**config.mk**
```make
export PLATFORM = sky130hd
export DESIGN_NAME = uamerge_top
export DESIGN_NICKNAME = d
export VERILOG_FILES = /design/src/rtl/uam_pkg.sv /design/src/rtl/uam_opnd_sel.sv /design/src/rtl/uam_merge.sv /design/src/rtl/uam_ctrl.sv /design/src/rtl/uamerge_top.sv
export SDC_FILE = /design/constraint.sdc
export NUM_CORES = 1
export LEC_CHECK = 0
export BUFFER_PORTS_ARGS = -buffer_cell sky130_fd_sc_hd__buf_2
export CAP_MARGIN = 25
export CORE_UTILIZATION = 53
export CTS_CLUSTER_DIAMETER = 120
export DETAILED_ROUTE_END_ITERATION = 8
export PLACE_DENSITY = 0.82
export SYNTH_ARGS = -nofsm -noshare
export SYNTH_HDL_FRONTEND = slang
export SYNTH_HIERARCHICAL = 1
export SYNTH_SLANG_ARGS = --single-unit
export TNS_END_PERCENT = 30
```
**constraint.sdc**
```tcl
create_clock -name clk -period 2.2 [get_ports clk]
set_input_delay 0.44 -clock clk [delete_from_list [all_inputs] [get_ports clk]]
set_output_delay 0.44 -clock clk [all_outputs]
set_load 0.01 [all_outputs]
```
**src/rtl/uam_pkg.sv**
```systemverilog
`timescale 1ns/1ps
package uam_pkg;
    typedef enum logic [1:0] {
        OP_LD_RIGHT = 2'b00,
        OP_LD_LEFT  = 2'b01,
        OP_ST_RIGHT = 2'b10,
        OP_ST_LEFT  = 2'b11
    } uam_op_e;

    typedef enum logic [1:0] {
        ST_IDLE   = 2'd0,
        ST_READ   = 2'd1,
        ST_WRITE  = 2'd2,
        ST_FINISH = 2'd3
    } uam_state_e;

    function automatic logic op_is_store(uam_op_e op);
        return op[1];
    endfunction
endpackage

```
**src/rtl/uam_opnd_sel.sv**
```systemverilog
`timescale 1ns/1ps
module uam_opnd_sel #(
    parameter int DATA_W = 32,
    parameter int RIDX_W = 5
) (
    input  logic              is_load,
    input  logic [RIDX_W-1:0] reg_idx,
    input  logic [DATA_W-1:0] reg_val,
    input  logic              pend_valid,
    input  logic [RIDX_W-1:0] pend_idx,
    input  logic [DATA_W-1:0] pend_val,
    output logic [DATA_W-1:0] opnd
);
    logic hit;

    always_comb begin
        hit  = is_load && pend_valid && (pend_idx == reg_idx);
        opnd = hit ? pend_val : reg_val;
    end
endmodule

```
**src/rtl/uam_merge.sv**
```systemverilog
`timescale 1ns/1ps
module uam_merge
    import uam_pkg::*;
#(
    parameter int DATA_W = 32,
    parameter int OFS_W  = $clog2(DATA_W / 8)
) (
    input  uam_op_e           op,
    input  logic [OFS_W-1:0]  ofs,
    input  logic [DATA_W-1:0] opnd,
    input  logic [DATA_W-1:0] mem_word,
    output logic [DATA_W-1:0] result
);
    localparam int BYTES = DATA_W / 8;
    localparam int SH_W  = $clog2(DATA_W) + 2;

    logic [OFS_W-1:0]  ofs_inv;
    logic [SH_W-1:0]   sh_lo;
    logic [SH_W-1:0]   sh_hi;
    logic [SH_W-1:0]   sh_up;
    logic [DATA_W-1:0] ones;

    always_comb begin
        ones    = '1;
        ofs_inv = OFS_W'(BYTES - 1) - ofs;
        sh_lo   = SH_W'(ofs) << 3;
        sh_hi   = SH_W'(ofs_inv) << 3;
        sh_up   = sh_lo + SH_W'(8);
        unique case (op)
            OP_LD_RIGHT: result = (opnd & ~(ones >> sh_lo)) | (mem_word >> sh_lo);
            OP_LD_LEFT:  result = (opnd & (ones >> sh_up)) | (mem_word << sh_hi);
            OP_ST_RIGHT: result = (mem_word & ~(ones << sh_lo)) | (opnd << sh_lo);
            OP_ST_LEFT:  result = (mem_word & ~(ones >> sh_hi)) | (opnd >> sh_hi);
            default:     result = opnd;
        endcase
    end
endmodule

```
**src/rtl/uam_ctrl.sv**
```systemverilog
`timescale 1ns/1ps
module uam_ctrl
    import uam_pkg::*;
(
    input  logic clk,
    input  logic rst_n,
    input  logic req_valid,
    input  logic is_store,
    input  logic mem_ack,
    output logic accept,
    output logic rd_en,
    output logic wr_en,
    output logic rd_capture,
    output logic finish,
    output logic busy
);
    uam_state_e state_q;
    uam_state_e state_d;

    always_comb begin
        state_d = state_q;
        unique case (state_q)
            ST_IDLE:   if (req_valid) state_d = ST_READ;
            ST_READ:   if (mem_ack)   state_d = is_store ? ST_WRITE : ST_FINISH;
            ST_WRITE:  if (mem_ack)   state_d = ST_FINISH;
            ST_FINISH: state_d = ST_IDLE;
            default:   state_d = ST_IDLE;
        endcase
    end

    always_ff @(posedge clk) begin
        if (!rst_n) state_q <= ST_IDLE;
        else        state_q <= state_d;
    end

    always_comb begin
        accept     = 1'b0;
        rd_en      = 1'b0;
        wr_en      = 1'b0;
        rd_capture = 1'b0;
        finish     = 1'b0;
        busy       = 1'b1;
        unique case (state_q)
            ST_IDLE: begin
                busy   = 1'b0;
                accept = req_valid;
            end
            ST_READ: begin
                rd_en      = 1'b1;
                rd_capture = mem_ack;
            end
            ST_WRITE:  wr_en  = 1'b1;
            ST_FINISH: finish = 1'b1;
            default:   busy   = 1'b0;
        endcase
    end
endmodule

```
**src/rtl/uamerge_top.sv**
```systemverilog
`timescale 1ns/1ps
module uamerge_top
    import uam_pkg::*;
#(
    parameter int DATA_W = 32,
    parameter int ADDR_W = 32,
    parameter int RIDX_W = 5
) (
    input  logic              clk,
    input  logic              rst_n,
    input  logic              req_valid,
    input  logic [1:0]        req_op,
    input  logic [ADDR_W-1:0] req_addr,
    input  logic [RIDX_W-1:0] req_idx,
    input  logic [DATA_W-1:0] req_val,
    input  logic              pend_valid,
    input  logic [RIDX_W-1:0] pend_idx,
    input  logic [DATA_W-1:0] pend_val,
    output logic              mem_rd,
    output logic              mem_wr,
    output logic [ADDR_W-1:0] mem_addr,
    output logic [DATA_W-1:0] mem_wdata,
    input  logic [DATA_W-1:0] mem_rdata,
    input  logic              mem_ack,
    output logic              busy,
    output logic              done,
    output logic              ld_valid,
    output logic [RIDX_W-1:0] ld_idx,
    output logic [DATA_W-1:0] ld_data
);
    localparam int BYTES = DATA_W / 8;
    localparam int OFS_W = $clog2(BYTES);

    uam_op_e           op_q;
    logic [ADDR_W-1:0] addr_q;
    logic [RIDX_W-1:0] idx_q;
    logic [DATA_W-1:0] opnd_q;
    logic [DATA_W-1:0] result_q;

    logic              accept;
    logic              rd_capture;
    logic              finish;
    logic [DATA_W-1:0] opnd_sel;
    logic [DATA_W-1:0] merged;
    uam_op_e           req_op_e;

    assign req_op_e = uam_op_e'(req_op);

    uam_opnd_sel #(.DATA_W(DATA_W), .RIDX_W(RIDX_W)) fwd_i (
        .is_load    (!op_is_store(req_op_e)),
        .reg_idx    (req_idx),
        .reg_val    (req_val),
        .pend_valid (pend_valid),
        .pend_idx   (pend_idx),
        .pend_val   (pend_val),
        .opnd       (opnd_sel)
    );

    uam_ctrl ctrl_i (
        .clk        (clk),
        .rst_n      (rst_n),
        .req_valid  (req_valid),
        .is_store   (op_is_store(op_q)),
        .mem_ack    (mem_ack),
        .accept     (accept),
        .rd_en      (mem_rd),
        .wr_en      (mem_wr),
        .rd_capture (rd_capture),
        .finish     (finish),
        .busy       (busy)
    );

    uam_merge #(.DATA_W(DATA_W), .OFS_W(OFS_W)) merge_i (
        .op       (op_q),
        .ofs      (addr_q[OFS_W-1:0]),
        .opnd     (opnd_q),
        .mem_word (mem_rdata),
        .result   (merged)
    );

    always_ff @(posedge clk) begin
        if (!rst_n) begin
            op_q     <= OP_LD_RIGHT;
            addr_q   <= '0;
            idx_q    <= '0;
            opnd_q   <= '0;
            result_q <= '0;
        end else begin
            if (accept) begin
                op_q   <= req_op_e;
                addr_q <= req_addr;
                idx_q  <= req_idx;
                opnd_q <= opnd_sel;
            end
            if (rd_capture) result_q <= merged;
        end
    end

    assign mem_addr  = {addr_q[ADDR_W-1:OFS_W], {OFS_W{1'b0}}};
    assign mem_wdata = result_q;
    assign done      = finish;
    assign ld_valid  = finish && !op_is_store(op_q);
    assign ld_idx    = idx_q;
    assign ld_data   = result_q;
endmodule

```
==> out/metrics.yaml <==
status: "finished clean"
whs_path_depth: 3
globalplace.congestion: 0.946
setup_viol: 0
ff2ff_path_depth: 6
start_kind: "register"
critPathArrivalTime_ns: 2.39
dpl.hpwl_um: 17200
crit_fanout: 19
final_antenna_net_count: 0
die_w_um: 127
numPortBuffers: 248
syn_to_final_growth_pct: 15.7
grt_pass1_vias: 6913
post-synth-top-count-cell: "mux2i_1"
yosys.cell_types.count: 60
crit_type: "reg2reg"
rsz0062_at_grt: "no"
die_y_um: 127
row_count: 45
hold_ws_ns: 0.326
grt_overflow: 0
final_core_util_pct: 62.8
grt_util_all_layers_pct: 29.0
synth_warnings: 6
yosysTopAreaCellShare_pct: 25.5
multi_input_area_um2: 5110
clk_pin_slew_ns: 0.08
synth_ff_type: "dfxtp_1"
fillers: 1295
grt_pass1_wl_um: 36700
drtIter0Drc: 656
drv_slew: 0
drive_gt1_share_pct: 38.4
leakage_nw: 4.24
io_pins: 251
path_delay_family: "multiplexers"
start_util_pct: 54.3
first_pass_iters: 5
finalCritPeriodShare_pct: 97.0
tns_ns: 0
insertedDiodeCount: 0
cp_num_buf_inv: 1
ys_async_sr_fraction_pct: 0
clock_path_buffers: 2
slew_headroom_pct: 28.5
power_mw: 8.76
fin_crit_ns: 2.13
grt_max_degree: 107
dp_worst_setup_slack_ns: 0.0181
peakVddDrop_mv: 0.496
antenna_found_initial: 0
max_freq_mhz: 469
avgSynthCellArea_um2: 9.33
cp_slowest_cell: "mux4_2"
seqCellArea_um2: 2110
cts_buffers: 9
clk_latency_ns: 0.37
vias_per_cell: 5.94
worstPathRequired_ns: 2.46
clock_skew_ns: 0.0102
cts-root-buf: "clkbuf_16"
htreeDepth: 3
netlist_area_um2: 8250
nets: 1215
synth-seq-cells: 105
max_stage_delay_ns: 0.50
vias: 7462
setup.worst_path.end_class: "register"
powerDensity_nw_per_um2: 917
synthCells: 885
drc: 0
ys_seq_area_share_pct: 25.5
hold_viol_final: 0
drt-total-wl_um: 23600
crit_chain: "buf_16 > nor2_2 > mux2_1 > mux4_2 > mux2i_1 > nor2b_1"
clock-sinks: 105
die_area_um2: 16100
synth_edf_count: 0
worstMarginPinSlew_ns: 1.07
synthTopCellsByCount: "mux2i_1, nor2b_1, dfxtp_1, buf_4, nand2_1"
synth_area_leaders: "dfxtp_1, mux2i_1, nor2b_1"
min_path_type: "in2reg"
core_area_um2: 15200
cap_violations: 0
wl_per_cell_um: 18.8
crit_cells: 6
cts_tree: "built"
yosys.area.top_type: "dfxtp_1"
setup_ws_ns: 0.0659
[registers in the layout (all words and copies together), names as in the netlist]
signal / cells
addr_q: 32
ld_data: 32
ctrl_i/state_q: 2
ld_idx: 5
op_q: 2
opnd_q: 32
[layout make-up]
cell class / count / share of cell area (%)
multi-input combinational: 632 / 53.6
sequential: 105 / 22.1
timing repair buffer: 303 / 18.4
clock buffer: 11 / 2.54
tap: 188 / 2.46
inverter: 13 / 0.511
clock inverter: 5 / 0.485
[routing by layer]
layer  vias up  track usage (%)  routed length, µm
li1       3490                -                  -
met1      3497             36.9               9690
met2       423             48.0              11000
met3        52             7.68               2270
met4         0             9.45                595
met5         -                0                  0
[layout by cell type (no fill, tap or decap), drive strengths merged, types with 2 or more instances in the layout]
master	n
xnor2	2
a21boi	2
nand2	53
o31a	2
a21o	5
o21a	3
a22o	2
and2	4
a22oi	7
a211oi	8
nor2	23
o22ai	15
o221a	2
nand3	21
buf	303
dfxtp	105
o211ai	11
a221oi	18
o21ai	46
or2	2
o221ai	4
conb	2
a221o	2
mux2i	135
mux2	54
nand2b	6
a31oi	3
a21oi	48
inv	17
mux4	18
nor2b	111
clkbuf	11
a32oi	6
ha	6
[worst register-to-register path, cell delays in order, from the launching register on]
cell	delay (ns)
dfxtp_4	0.43
buf_16	0.19
nor2_2	0.31
mux2_1	0.37
mux4_2	0.50
mux2i_1	0.17
nor2b_1	0.07
[cell families (layout without fill, tap and decap cells)]
kind of cell | count (synthesis) | in the layout | share of synthesized area [%]
other | 1 | 2 | 0.0454
flip-flops | 105 | 105 | 25.5
adder cells (fa/ha/maj) | 6 | 6 | 0.909
AO/OA/AOI/OAI | 191 | 191 | 15.8
multiplexers | 207 | 207 | 30.2
AND/OR/NAND/NOR | 223 | 223 | 14.5
buffers and inverters | 149 | 332 | 12.7
XOR/XNOR | 3 | 3 | 0.318
[report_power, final]
part	leakage [nW]	switching (mW)	total [mW]	internal, mW
logic	3.23	2.34	4.43	2.09
clock network	0.143	0.807	1.63	0.824
registers	0.861	0.425	2.70	2.27
[path summary, 6_finish.rpt]
path,end,from,slack (ns)
setup / recovery,ld_data[28],addr_q[0],0.07
setup reg to reg,ld_data[28],addr_q[0],0.07
hold / removal,addr_q[4],req_addr[4],0.33
hold reg to reg,addr_q[4],addr_q[4],0.51
[stage by stage]
stage               area [µm²]  std cells
finish                    9550       1257
global route              9550       1257
CTS                       9510       1255
detailed placement        9220       1239
global placement          9220       1239
floorplan                 8260        886
[repair_timing]
action,in CTS,in global routing
gates resized for setup,0,3
hold buffers,0,0
setup endpoints to repair,0,24
setup buffers,0,2
endpoints found under the hold margin,0,0
Power figures use the tool's default switching activity.
